### config.mk
export PLATFORM = sky130hd
export DESIGN_NAME = dws_serial_ctrl
export DESIGN_NICKNAME = d
export VERILOG_FILES = /design/src/rtl/dws_pkg.sv /design/src/rtl/dws_shifter.sv /design/src/rtl/dws_busy_timer.sv /design/src/rtl/dws_core.sv /design/src/rtl/dws_serial_ctrl.sv
export SDC_FILE = /design/constraint.sdc
export NUM_CORES = 1
export LEC_CHECK = 0
export BUFFER_PORTS_ARGS = -buffer_cell sky130_fd_sc_hd__buf_2
export CAP_MARGIN = 20
export CORE_MARGIN = 5
export CORE_UTILIZATION = 40
export CTS_CLUSTER_DIAMETER = 200
export DETAILED_ROUTE_END_ITERATION = 10
export GPL_TIMING_DRIVEN = 0
export SLEW_MARGIN = 30
export SYNTH_ARGS = -nofsm -noshare
export SYNTH_HDL_FRONTEND = slang
export SYNTH_HIERARCHICAL = 1
export SYNTH_SLANG_ARGS = --single-unit
### constraint.sdc
create_clock -name clk -period 5.8 [get_ports clk]
set_clock_uncertainty 0.05 [all_clocks]
set_input_delay 1.16 -clock clk [delete_from_list [all_inputs] [get_ports clk]]
set_output_delay 1.16 -clock clk [all_outputs]
set_load 0.02 [all_outputs]
### src/rtl/dws_pkg.sv
package dws_pkg;
  localparam int FRAME_W = 24;
  localparam int OP_W    = 4;
  localparam int ADDR_W  = 4;
  localparam int DATA_W  = 16;

  typedef enum logic [OP_W-1:0] {
    OP_NOP         = 4'd0,
    OP_RESTORE     = 4'd1,
    OP_STORE       = 4'd2,
    OP_STORE_USER  = 4'd3,
    OP_RESTORE_ALL = 4'd8,
    OP_READ_NV     = 4'd9,
    OP_READ_WIPER  = 4'd10,
    OP_WRITE       = 4'd11
  } op_e;

  typedef struct packed {
    logic [OP_W-1:0]   op;
    logic [ADDR_W-1:0] addr;
    logic [DATA_W-1:0] data;
  } frame_t;
endpackage

### src/rtl/dws_shifter.sv
module dws_shifter #(
  parameter int FRAME_W = 24
) (
  input  logic               clk,
  input  logic               rst_n,
  input  logic               sclk,
  input  logic               sdi,
  input  logic               cs_n,
  input  logic               load,
  input  logic [FRAME_W-1:0] load_word,
  output logic               frame_valid,
  output logic [FRAME_W-1:0] frame_word,
  output logic               sdo
);
  localparam int CNT_W = $clog2(FRAME_W + 1);

  logic               sclk_q;
  logic               cs_q;
  logic [FRAME_W-1:0] sh_q, sh_d;
  logic [CNT_W-1:0]   cnt_q, cnt_d;
  logic               shift_en;

  assign shift_en = sclk & ~sclk_q & ~cs_n;

  always_comb begin
    sh_d = sh_q;
    if (load) begin
      sh_d = load_word;
    end else if (shift_en) begin
      sh_d = {sh_q[FRAME_W-2:0], sdi};
    end
    cnt_d = cnt_q;
    if (cs_n) begin
      cnt_d = '0;
    end else if (shift_en && (cnt_q != CNT_W'(FRAME_W))) begin
      cnt_d = cnt_q + 1'b1;
    end
  end

  always_ff @(posedge clk or negedge rst_n) begin
    if (!rst_n) begin
      sclk_q <= 1'b0;
      cs_q   <= 1'b1;
      sh_q   <= '0;
      cnt_q  <= '0;
    end else begin
      sclk_q <= sclk;
      cs_q   <= cs_n;
      sh_q   <= sh_d;
      cnt_q  <= cnt_d;
    end
  end

  // frame ends when select rises after at least a full frame of bits
  assign frame_valid = cs_n & ~cs_q & (cnt_q == CNT_W'(FRAME_W));
  assign frame_word  = sh_q;
  assign sdo         = sh_q[FRAME_W-1];
endmodule

### src/rtl/dws_busy_timer.sv
module dws_busy_timer #(
  parameter int LONG_CYCLES  = 400,
  parameter int SHORT_CYCLES = 3
) (
  input  logic clk,
  input  logic rst_n,
  input  logic start_long,
  input  logic start_short,
  output logic busy
);
  localparam int MAX_CYC = (LONG_CYCLES > SHORT_CYCLES) ? LONG_CYCLES : SHORT_CYCLES;
  localparam int CNT_W   = $clog2(MAX_CYC + 1);

  logic [CNT_W-1:0] cnt_q, cnt_d;

  always_comb begin
    cnt_d = cnt_q;
    if (start_long) begin
      cnt_d = CNT_W'(LONG_CYCLES);
    end else if (start_short) begin
      cnt_d = CNT_W'(SHORT_CYCLES);
    end else if (cnt_q != '0) begin
      cnt_d = cnt_q - 1'b1;
    end
  end

  always_ff @(posedge clk or negedge rst_n) begin
    if (!rst_n) begin
      cnt_q <= '0;
    end else begin
      cnt_q <= cnt_d;
    end
  end

  assign busy = (cnt_q != '0);
endmodule

### src/rtl/dws_core.sv
module dws_core
  import dws_pkg::*;
#(
  parameter int WIPER_W   = 10,
  parameter int NUM_WORDS = 16,
  parameter int MID_VALUE = 512
) (
  input  logic               clk,
  input  logic               rst_n,
  input  logic               frame_valid,
  input  logic [FRAME_W-1:0] frame_word,
  input  logic               busy,
  input  logic               wp_n,
  input  logic               preset,
  output logic               start_long,
  output logic               start_short,
  output logic               rb_load,
  output logic [FRAME_W-1:0] rb_word,
  output logic [WIPER_W-1:0] wiper0,
  output logic [WIPER_W-1:0] wiper1
);
  localparam int AW = $clog2(NUM_WORDS);

  frame_t             f;
  logic [WIPER_W-1:0] wiper_q  [2];
  logic [WIPER_W-1:0] wiper_d  [2];
  logic [DATA_W-1:0]  shadow_q [NUM_WORDS];
  logic [DATA_W-1:0]  shadow_d [NUM_WORDS];
  logic               preset_q;
  logic               pr_go, go, wsel_ok, nv_ok, wsel;
  logic [AW-1:0]      nv_idx;

  assign f       = frame_t'(frame_word);
  assign pr_go   = preset & ~preset_q & ~busy;
  assign go      = frame_valid & ~busy & ~pr_go;
  assign wsel_ok = (f.addr < ADDR_W'(2));
  assign nv_ok   = (int'(f.addr) < NUM_WORDS);
  assign wsel    = f.addr[0];
  assign nv_idx  = AW'(f.addr);

  always_comb begin
    wiper_d     = wiper_q;
    shadow_d    = shadow_q;
    start_long  = 1'b0;
    start_short = 1'b0;
    rb_load     = 1'b0;
    rb_word     = {f.op, f.addr, {DATA_W{1'b0}}};
    if (pr_go) begin
      wiper_d[0]  = shadow_q[0][WIPER_W-1:0];
      wiper_d[1]  = shadow_q[1][WIPER_W-1:0];
      start_short = 1'b1;
    end else if (go) begin
      case (f.op)
        OP_RESTORE: begin
          if (wp_n && wsel_ok) wiper_d[wsel] = shadow_q[nv_idx][WIPER_W-1:0];
        end
        OP_STORE: begin
          if (wp_n && wsel_ok) begin
            shadow_d[nv_idx] = DATA_W'(wiper_q[wsel]);
            start_long       = 1'b1;
          end
        end
        OP_STORE_USER: begin
          if (wp_n && nv_ok) begin
            shadow_d[nv_idx] = f.data;
            start_long       = 1'b1;
          end
        end
        OP_RESTORE_ALL: begin
          if (wp_n) begin
            wiper_d[0]  = shadow_q[0][WIPER_W-1:0];
            wiper_d[1]  = shadow_q[1][WIPER_W-1:0];
            start_short = 1'b1;
          end
        end
        OP_READ_NV: begin
          if (nv_ok) begin
            rb_load     = 1'b1;
            rb_word     = {f.op, f.addr, shadow_q[nv_idx]};
            start_short = 1'b1;
          end
        end
        OP_READ_WIPER: begin
          if (wsel_ok) begin
            rb_load     = 1'b1;
            rb_word     = {f.op, f.addr, DATA_W'(wiper_q[wsel])};
            start_short = 1'b1;
          end
        end
        OP_WRITE: begin
          if (wp_n && wsel_ok) wiper_d[wsel] = f.data[WIPER_W-1:0];
        end
        default: ;
      endcase
    end
  end

  always_ff @(posedge clk or negedge rst_n) begin
    if (!rst_n) begin
      preset_q <= 1'b1;
      for (int i = 0; i < 2; i++) wiper_q[i] <= WIPER_W'(MID_VALUE);
      for (int i = 0; i < NUM_WORDS; i++) shadow_q[i] <= DATA_W'(MID_VALUE);
    end else begin
      preset_q <= preset;
      wiper_q  <= wiper_d;
      shadow_q <= shadow_d;
    end
  end

  assign wiper0 = wiper_q[0];
  assign wiper1 = wiper_q[1];
endmodule

### src/rtl/dws_serial_ctrl.sv
module dws_serial_ctrl
  import dws_pkg::*;
#(
  parameter int STORE_CYCLES   = 400,
  parameter int RESTORE_CYCLES = 3,
  parameter int WIPER_W        = 10,
  parameter int NUM_WORDS      = 16
) (
  input  logic               clk,
  input  logic               rst_n,
  input  logic               ser_clk,
  input  logic               ser_din,
  input  logic               ser_cs_n,
  output logic               ser_dout,
  input  logic               wp_n,
  input  logic               preset,
  output logic               ready,
  output logic [WIPER_W-1:0] wiper0,
  output logic [WIPER_W-1:0] wiper1
);
  logic               frame_valid;
  logic [FRAME_W-1:0] frame_word;
  logic               rb_load;
  logic [FRAME_W-1:0] rb_word;
  logic               busy;
  logic               start_long, start_short;

  dws_shifter #(.FRAME_W(FRAME_W)) u_shift (
    .clk         (clk),
    .rst_n       (rst_n),
    .sclk        (ser_clk),
    .sdi         (ser_din),
    .cs_n        (ser_cs_n),
    .load        (rb_load),
    .load_word   (rb_word),
    .frame_valid (frame_valid),
    .frame_word  (frame_word),
    .sdo         (ser_dout)
  );

  dws_core #(
    .WIPER_W   (WIPER_W),
    .NUM_WORDS (NUM_WORDS),
    .MID_VALUE (1 << (WIPER_W - 1))
  ) u_core (
    .clk         (clk),
    .rst_n       (rst_n),
    .frame_valid (frame_valid),
    .frame_word  (frame_word),
    .busy        (busy),
    .wp_n        (wp_n),
    .preset      (preset),
    .start_long  (start_long),
    .start_short (start_short),
    .rb_load     (rb_load),
    .rb_word     (rb_word),
    .wiper0      (wiper0),
    .wiper1      (wiper1)
  );

  dws_busy_timer #(
    .LONG_CYCLES  (STORE_CYCLES),
    .SHORT_CYCLES (RESTORE_CYCLES)
  ) u_timer (
    .clk         (clk),
    .rst_n       (rst_n),
    .start_long  (start_long),
    .start_short (start_short),
    .busy        (busy)
  );

  assign ready = ~busy;
endmodule

==> flow_results.org, run 1 <==
** Status
- Result of the run :: finished clean

** Die
- Chip width :: 205 um
- The floorplan step defined a die boundary enclosing 42100 sq um.
- Starting utilization of the core area :: 40.5%
- Core Rows :: 71
- The region available for standard cell placement spans 37700 sq um.
- 29 I/O pins were placed.
- Measured along the y axis, the die boundary spans 205 um.

** Critical path
- For the worst setup path, the data arrival time is 4410 ps.
- The worst setup path is launched from a flop.
- For the worst setup path, the data required time is 6190 ps.
- In this run the worst path has a maximum fanout of 10.
- The worst setup path is of the reg -> reg kind.
- STA classifies the critical path endpoint as a flop.

** Timing
- After layout, the worst path uses 69.4% of the clock period.
- The smallest clock period supported by the final layout is computed as 4030 ps.
- Measured against its own limit, the worst slew margin works out to 48.1%.
- Worst-margin pin slew :: 779 ps
- Maximum operating frequency :: 0.248 GHz
- Setup repair after global routing left no endpoint under its margin.
- Number of endpoints failing setup at the final stage :: 0
- Fin Setup TNS :: 0 ps
- The number of pins exceeding their max-slew limit in the final report is 0.
- The number of endpoints with negative hold slack in the final report was 0.
- Setup slack closes at 1770 ps.

** Routing
- In the final routed layout, each cell accounts on average for 21.4 um.
- DRC :: 0
- Via count :: 11500
- The detail route stage leaves a number of antenna-violating nets equal to 0.
- Routed wire length :: 43.5 mm
- Wire length on met3 :: 2.85 mm
- Via-per-instance ratio :: 5.67
- The pre-antenna-repair detailed-routing pass consisted of 6 iterations.
- Detailed Route Iter0 Violations :: 1068
- Top Layer Used :: met4
- M1 wire length :: 19.7 mm
- WL met2 :: 19.9 mm

** Yosys
- Yosys top cell by area :: sky130_fd_sc_hd__dfrtp_1
- Number of enable-type register cells in the synthesized netlist :: 0
- For this run, the register share of the synthesized area comes to 52.2%.
- Synth warnings :: 6
- The number of nets in the synthesized netlist is 1438.
- In the synthesized netlist the dominant register cell turns out to be sky130_fd_sc_hd__dfrtp_1.
- Top post-synthesis cells by area :: sky130_fd_sc_hd__dfrtp_1, sky130_fd_sc_hd__o21ai_0, sky130_fd_sc_hd__nand2_1, sky130_fd_sc_hd__mux4_2, sky130_fd_sc_hd__mux2i_1
- Register bit count reported by yosys :: 317
- Top-area cell type share of the netlist area :: 48.7%
- In the synthesized netlist, the number of instances is 1428.
- Yosys cell types :: 61
- Total standard cell area after synthesis :: 15300 sq um
- Yosys instantiated no cell more often than sky130_fd_sc_hd__dfrtp_1.
- Of all flip-flops after synthesis, the portion carrying an async set or reset was 100%.
- By count the netlist is led by sky130_fd_sc_hd__dfrtp_1, sky130_fd_sc_hd__nand2_1, sky130_fd_sc_hd__o21ai_0.
- Post-synthesis average cell area :: 10.7 sq um

** Layout
- The post-route netlist has 17.7% of its cells at a drive strength greater than 1.
- Number of diodes added for antenna fixing :: 0
- Cells fill 46.2% of the core in the end.
- Fill cells in the final layout number 3520.
- After the last flow step, the layout net total stands at 1508.
- Layout overhead on the synthesized area :: 14.0%
- For this run, the number of standard cells in the final layout without fillers is 2035.

** Clock tree
- The H-tree was split into 2 levels.
- Counting along the longest clock path gives a buffer depth of 3.
- In this run the clock root is driven by a sky130_fd_sc_hd__clkbuf_16.
- Clock transition at the register clock pins on the worst setup and hold paths after CTS :: 60 ps
- Hold Buf Count CTS :: 0
- Buffer count from post-CTS setup fixing :: 0
- The clock drives 317 sinks.
- In this run, post-CTS repair resized a total of 0 instances.
- At the later pin of the worst-skew pair, clock insertion delay measures 520 ps.
- TritonCTS built the clock tree.
- Num CTS Buffers :: 36

** Pwr
- Total power consumption of the routed design :: 5.68 mW
- Dividing total power by cell area gives a power density of 327 nW/um^2.
- For this design the static power due to leakage is 7.26 nW.
- IR analysis of the VDD net gives a maximum drop of 0.171 mV.

** Global route
- Summed over all layers, the global routing overflow is 0.
- Pin count of the biggest net entering global routing :: 76
- Number of antenna violations at the first check in global routing :: 0
- GRT Resource Usage Total :: 20.7%
- Number of global-route vias before repair :: 11400
- The first global-routing pass estimated 68.4 mm of wire.

** Placed design
- Number of placed instances, taps included :: 1971
- Port Buffers :: 28
- Setup slack at placement :: 1840 ps
- Global placer's final weighted congestion :: 0.838
- Once detailed placement completed, the half-perimeter wirelength came to 31.0 mm.

** Worst hold path
- In this run the worst hold path is classified as reg -> reg.

** Job
- Max-cap check violation count :: 0
## power breakdown
group / switching, mW / total (mW) / internal (mW) / leakage (nW)
registers: 0.172 / 2.52 / 2.35 / 4.22
clock network: 0.918 / 2.35 / 1.43 / 0.613
logic: 0.523 / 0.810 / 0.287 / 2.43
total: 1.61 / 5.68 / 4.07 / 7.26
## per-stage QoR
step,hold slack [ps],instance area (sq um)
4_1_cts,429,17400
2_1_floorplan,392,15300
3_3_place_gp,404,16000
5_1_grt,444,17400
6_report,423,17400
3_5_place_dp,416,16200
## layer usage
metal | vias to the layer above | global-route usage [%]
met5 | - | 0
met4 | 0 | 5.38
met3 | 66 | 2.87
met2 | 410 | 32.6
met1 | 5810 | 30.4
li1 | 5259 | -
## sequential cells by signal, indices dropped and copies added, names as in the netlist
register and cells:
u_core/wiper1 10, u_core/shadow_q 256, u_core/wiper0 10, u_shift/cnt_q 5
u_timer/cnt_q 9, u_shift/cs_q 1, u_core/preset_q 1, u_shift/frame_word 24
u_shift/sclk_q 1
## final cells by class
class | count | area (sq um) | area share (%)
tap | 511 | 639 | 3.68
clock inverter | 11 | 145 | 0.835
buffer | 128 | 641 | 3.68
inverter | 24 | 90.1 | 0.518
clock buffer | 53 | 1080 | 6.24
sequential | 317 | 7960 | 45.8
multi-input combinational | 959 | 6570 | 37.8
timing repair buffer | 32 | 260 | 1.50
## cells in the final DEF, fill, tap and decap left out, types with 5 or more instances in the layout
| cell type | Yosys | final |
|---|---|---|
| sky130_fd_sc_hd__buf_6 | 7 | 7 |
| sky130_fd_sc_hd__and3_1 | 10 | 10 |
| sky130_fd_sc_hd__nand2b_1 | 9 | 9 |
| sky130_fd_sc_hd__nand2_1 | 290 | 290 |
| sky130_fd_sc_hd__o22ai_1 | 18 | 18 |
| sky130_fd_sc_hd__a221o_1 | 8 | 8 |
| sky130_fd_sc_hd__dfrtp_1 | 297 | 297 |
| sky130_fd_sc_hd__buf_2 | 14 | 41 |
| sky130_fd_sc_hd__clkinv_2 | 0 | 6 |
| sky130_fd_sc_hd__a21oi_1 | 7 | 7 |
| sky130_fd_sc_hd__clkbuf_1 | 85 | 90 |
| sky130_fd_sc_hd__o211ai_1 | 22 | 22 |
| sky130_fd_sc_hd__mux4_1 | 11 | 11 |
| sky130_fd_sc_hd__mux4_2 | 39 | 39 |
| sky130_fd_sc_hd__nor2b_1 | 9 | 9 |
| sky130_fd_sc_hd__nand3_1 | 18 | 18 |
| sky130_fd_sc_hd__o21ai_1 | 34 | 34 |
| sky130_fd_sc_hd__mux2i_1 | 77 | 77 |
| sky130_fd_sc_hd__o21ai_0 | 249 | 249 |
| sky130_fd_sc_hd__a22oi_1 | 22 | 22 |
| sky130_fd_sc_hd__nand4_1 | 5 | 5 |
| sky130_fd_sc_hd__mux2_2 | 48 | 48 |
| sky130_fd_sc_hd__clkbuf_8 | 0 | 12 |
| sky130_fd_sc_hd__inv_1 | 24 | 24 |
| sky130_fd_sc_hd__dfstp_2 | 20 | 20 |
| sky130_fd_sc_hd__o221a_2 | 20 | 20 |
| sky130_fd_sc_hd__clkbuf_16 | 0 | 36 |
| sky130_fd_sc_hd__nor2_1 | 10 | 10 |
| sky130_fd_sc_hd__buf_4 | 15 | 15 |
## worst paths after layout
| path | startpoint | end | slack, ps | cells after the start |
|---|---|---|---|---|
| max | u_timer/cnt_q[3] | u_shift/frame_word[6] | 1770 | 10 |
| min in group asynchronous | rst_n | u_core/wiper0[6] | 500 | 1 |
| min | u_core/shadow_q[84] | u_core/shadow_q[84] | 420 | 2 |
| min reg2reg | u_core/shadow_q[84] | u_core/shadow_q[84] | 420 | 2 |
| max reg2reg | u_timer/cnt_q[3] | u_shift/frame_word[6] | 1770 | 10 |
| max in group asynchronous | rst_n | u_core/shadow_q[73] | 4110 | 3 |
## worst max-delay path, cell delays in order, from the launching register on
cell	delay, ps
sky130_fd_sc_hd__dfrtp_1	430
sky130_fd_sc_hd__or4_4	580
sky130_fd_sc_hd__nor4_4	470
sky130_fd_sc_hd__inv_1	250
sky130_fd_sc_hd__and4b_1	310
sky130_fd_sc_hd__clkbuf_1	270
sky130_fd_sc_hd__o21a_1	250
sky130_fd_sc_hd__clkbuf_1	490
sky130_fd_sc_hd__clkbuf_1	600
sky130_fd_sc_hd__nand2_1	120
sky130_fd_sc_hd__o21ai_1	120
## cell families after synthesis
logic type / Yosys count / share of synthesized area (%)
buffers and inverters: 152 / 4.79
DFF: 317 / 52.2
AOI/OAI and AO/OA: 393 / 15.1
adders and majority gates: 3 / 0.246
muxes: 175 / 16.3
xor gates and xnor gates: 5 / 0.287
and+or+nand+nor: 383 / 11.1
No activity file was read; power rests on OpenSTA's default activity.
==> inputs of run 2 (changes only) <==
==> constraint.sdc (replaced) <==
create_clock -name clk -period 3.95 [get_ports clk]
set_clock_uncertainty 0.05 [all_clocks]
set_input_delay 0.79 -clock clk [delete_from_list [all_inputs] [get_ports clk]]
set_output_delay 0.79 -clock clk [all_outputs]
set_load 0.02 [all_outputs]
==> run 2 against run 1 <==
Sequential cell count unchanged. Design area unchanged. Clock power increased by 47%. Combinational power increased by 47%. Setup slack got worse by 1500 ps. Critical path depth unchanged. Final cell count about the same. Core utilization unchanged. Sequential share of layout area unchanged. Die area unchanged. Largest power group unchanged. Highest routed layer unchanged.
==> flow_results.org, run 2 (synthesis results as in run 1) <==
** Layout
- The layout cell share with drive strength beyond 1 came to 17.9% (was 17.7%).
- Filler cells :: 3520 (unchanged)
- The final standard cell utilization of the core was 46.2% (unchanged).
- Most common library cell in the layout ignoring fill and taps :: sky130_fd_sc_hd__dfrtp_1 (unchanged)
- The net count of the finished layout was 1507 (was 1508).
- The register ranked first by flip-flop count was u_core/shadow_q (unchanged).
- Layout overhead on the synthesized area :: 14.0% (unchanged)
- The total inserted antenna cells was 0 (unchanged).
- Commonest non-fill, non-tap cells in the layout :: sky130_fd_sc_hd__dfrtp_1, sky130_fd_sc_hd__nand2_1, sky130_fd_sc_hd__o21ai_0 (unchanged)
- Number of flip-flops in the largest register :: 256 (unchanged)
- Final standard cell area without fillers :: 17400 sq um (unchanged)

** Timing
- The number of pins exceeding their max-slew limit in the final report came to 0 (unchanged).
- The post-route clock period utilization came to 91.9% (was 69.4%).
- The hold slack is 124 ps (was 423 ps).
- Worst-margin pin slew :: 776 ps (was 779 ps)
- Unrepaired setup endpoints after global routing: no (unchanged).
- Maximum operating frequency :: 0.275 GHz (was 0.248 GHz)
- Final critical-path required period :: 3630 ps (was 4030 ps)
- Final setup margin :: 319 ps (was 1770 ps)
- Number of hold violations in the final report :: 0 (unchanged)
- Worst max-slew margin expressed relative to the limit :: 48.3% (was 48.1%)
- Number of endpoints failing setup at the final stage :: 0 (unchanged)

** Critical path
- Worst setup path class :: reg -> reg (unchanged)
- R2R depth :: 10 (unchanged)
- Kind of start point of the critical path :: flop (unchanged)
- Crit. End Element :: flop (unchanged)
- The required arrival time at the worst endpoint was 4270 ps (was 6190 ps).
- WP data arrival :: 3950 ps (was 4410 ps)
- Worst-path fanout max :: 10 (unchanged)

** Die
- Die Height :: 205 um (unchanged)
- The area of the core came to 37700 sq um (unchanged).
- The floorplan die area came to 42100 sq um (unchanged).
- The number of placement rows is 71 (unchanged).
- The initial core utilization is 40.5% (unchanged).
- Number of top-level pins :: 29 (unchanged)
- Chip width :: 205 um (unchanged)

** Clock tree
- Num Clock Sinks :: 317 (unchanged)
- The cell at the root of the clock tree is sky130_fd_sc_hd__clkbuf_16 (unchanged).
- The post-CTS repair timing setup buffer count came to 0 (unchanged).
- The maximum clock insertion buffer count was 3 (unchanged).
- Clock transition at the register clock pins on the worst setup and hold paths after CTS :: 60 ps (about the same)
- Hold Buf Count CTS :: 0 (unchanged)
- The clock insertion delay at the later pin of the skew report came to 520 ps (about the same).
- Num CTS Buffers :: 36 (unchanged)
- The TritonCTS clock tree was yes (unchanged).
- The H-tree depth came to 2 (unchanged).

** Placed design
- The pre-CTS worst setup slack was 20.4 ps (was 1840 ps).
- Placed Instance Area :: 16200 sq um (unchanged)
- The number of I/O port buffers is 28 (unchanged).
- The final weighted congestion of routability-driven global placement is 0.838 (unchanged).
- Detailed placer's ending HPWL :: 31.0 mm (unchanged)

** Pwr
- Total power consumption of the routed design :: 8.33 mW (was 5.68 mW)
- The worst supply voltage drop on vdd came to 0.251 mV (was 0.171 mV).
- The total power divided by cell area is 479 nW/um^2 (was 327 nW/um^2).
- The leakage component of the power came to 7.27 nW (was 7.26 nW).

** Global route
- Number of antenna violations at the first check in global routing :: 0 (unchanged)
- GRT Resource Usage Total :: 20.7% (unchanged)
- The via count of the first global-routing pass came to 11400 (unchanged).
- The maximum number of pins on one net before global-route repair came to 76 (unchanged).
- Sum of overflow across all layers after global routing :: 0 (unchanged)
- The first-pass GRT wire length was 68.4 mm (unchanged).

** Routing
- The number of nets with antenna violations after detailed routing came to 0 (unchanged).
- The via density per instance is 5.68 (was 5.67).
- The iteration-0 DRC count of the detailed router was 1011 (was 1068).
- Routed wire length :: 43.6 mm (was 43.5 mm)
- The total number of vias was 11600 (was 11500).
- Number of iterations in the first detailed-routing pass :: 5 (was 6)
- DRC :: 0 (unchanged)
- The routed wire length per instance came to 21.4 um (about the same).

** Worst hold path
- Hold/Removal Path Class :: in -> async (was reg -> reg)

** Job
- The total of max-cap violations was 0 (unchanged).

** Status
- Result of the run :: finished clean (unchanged)
## run 2: cell count changes in the layout (fill, tap and decap cells not counted)
| cell | change |
|---|---|
| sky130_fd_sc_hd__clkbuf_1 | -4 |
| sky130_fd_sc_hd__clkbuf_2 | +3 |
## run 2: layout make-up
cell class / count / area, sq um / area share, %
Inverter: 24 / 90.1 / 0.518
Buffer: 127 / 641 / 3.68
Multi-Input combinational cell: 959 / 6570 / 37.8
Tap cell: 511 / 639 / 3.68
Clock buffer: 53 / 1080 / 6.24
Sequential cell: 317 / 7960 / 45.8
Timing Repair Buffer: 32 / 260 / 1.50
Clock inverter: 11 / 145 / 0.835
## run 2: worst paths after layout
| path | startpoint | to | slack [ps] |
|---|---|---|---|
| min reg2reg | u_core/shadow_q[84] | u_core/shadow_q[84] | 420 |
| max reg2reg | u_timer/cnt_q[3] | u_core/shadow_q[8] | 320 |
| min | rst_n | u_core/wiper0[6] | 120 |
| min in group clk | preset | u_core/preset_q | 340 |
| max | u_timer/cnt_q[3] | u_core/shadow_q[8] | 320 |
| max in group asynchronous | rst_n | u_core/shadow_q[105] | 2630 |
## run 2: layer usage
layer	up-vias	GRT usage [%]	wire, um
met4	0	5.38	1050
met5	-	0	0
met1	5866	30.4	19600
met2	375	32.6	20000
met3	68	2.87	2940
li1	5251	-	-
## run 2: critical path, stage by stage (launching register included)
cell and delay, ps:
sky130_fd_sc_hd__dfrtp_1 430, sky130_fd_sc_hd__or4_4 580, sky130_fd_sc_hd__nor4_4 450, sky130_fd_sc_hd__inv_1 240, sky130_fd_sc_hd__nor2b_1 250, sky130_fd_sc_hd__and4_1 240
sky130_fd_sc_hd__clkbuf_1 380, sky130_fd_sc_hd__nand4_1 250, sky130_fd_sc_hd__clkbuf_1 350, sky130_fd_sc_hd__nand2_1 160, sky130_fd_sc_hd__o21ai_0 100
## run 2: report_power, final
group | internal (mW) | switching, mW
Sequential | 3.45 | 0.250
Clock | 2.10 | 1.35
Combinational | 0.421 | 0.767
Total | 5.97 | 2.36
## run 2: through the flow
stage	cells	setup TNS, ps
after floorplan	1428	0
final	2034	0
after global placement	1967	-1226710
after CTS	2035	0
after global routing	2034	0
after detailed placement	1971	0
## run 2: repair_timing
action	4_1_cts	5_1_grt
resized for setup	1	4
setup endpoints to repair	1	14
endpoints found under the hold margin	0	0
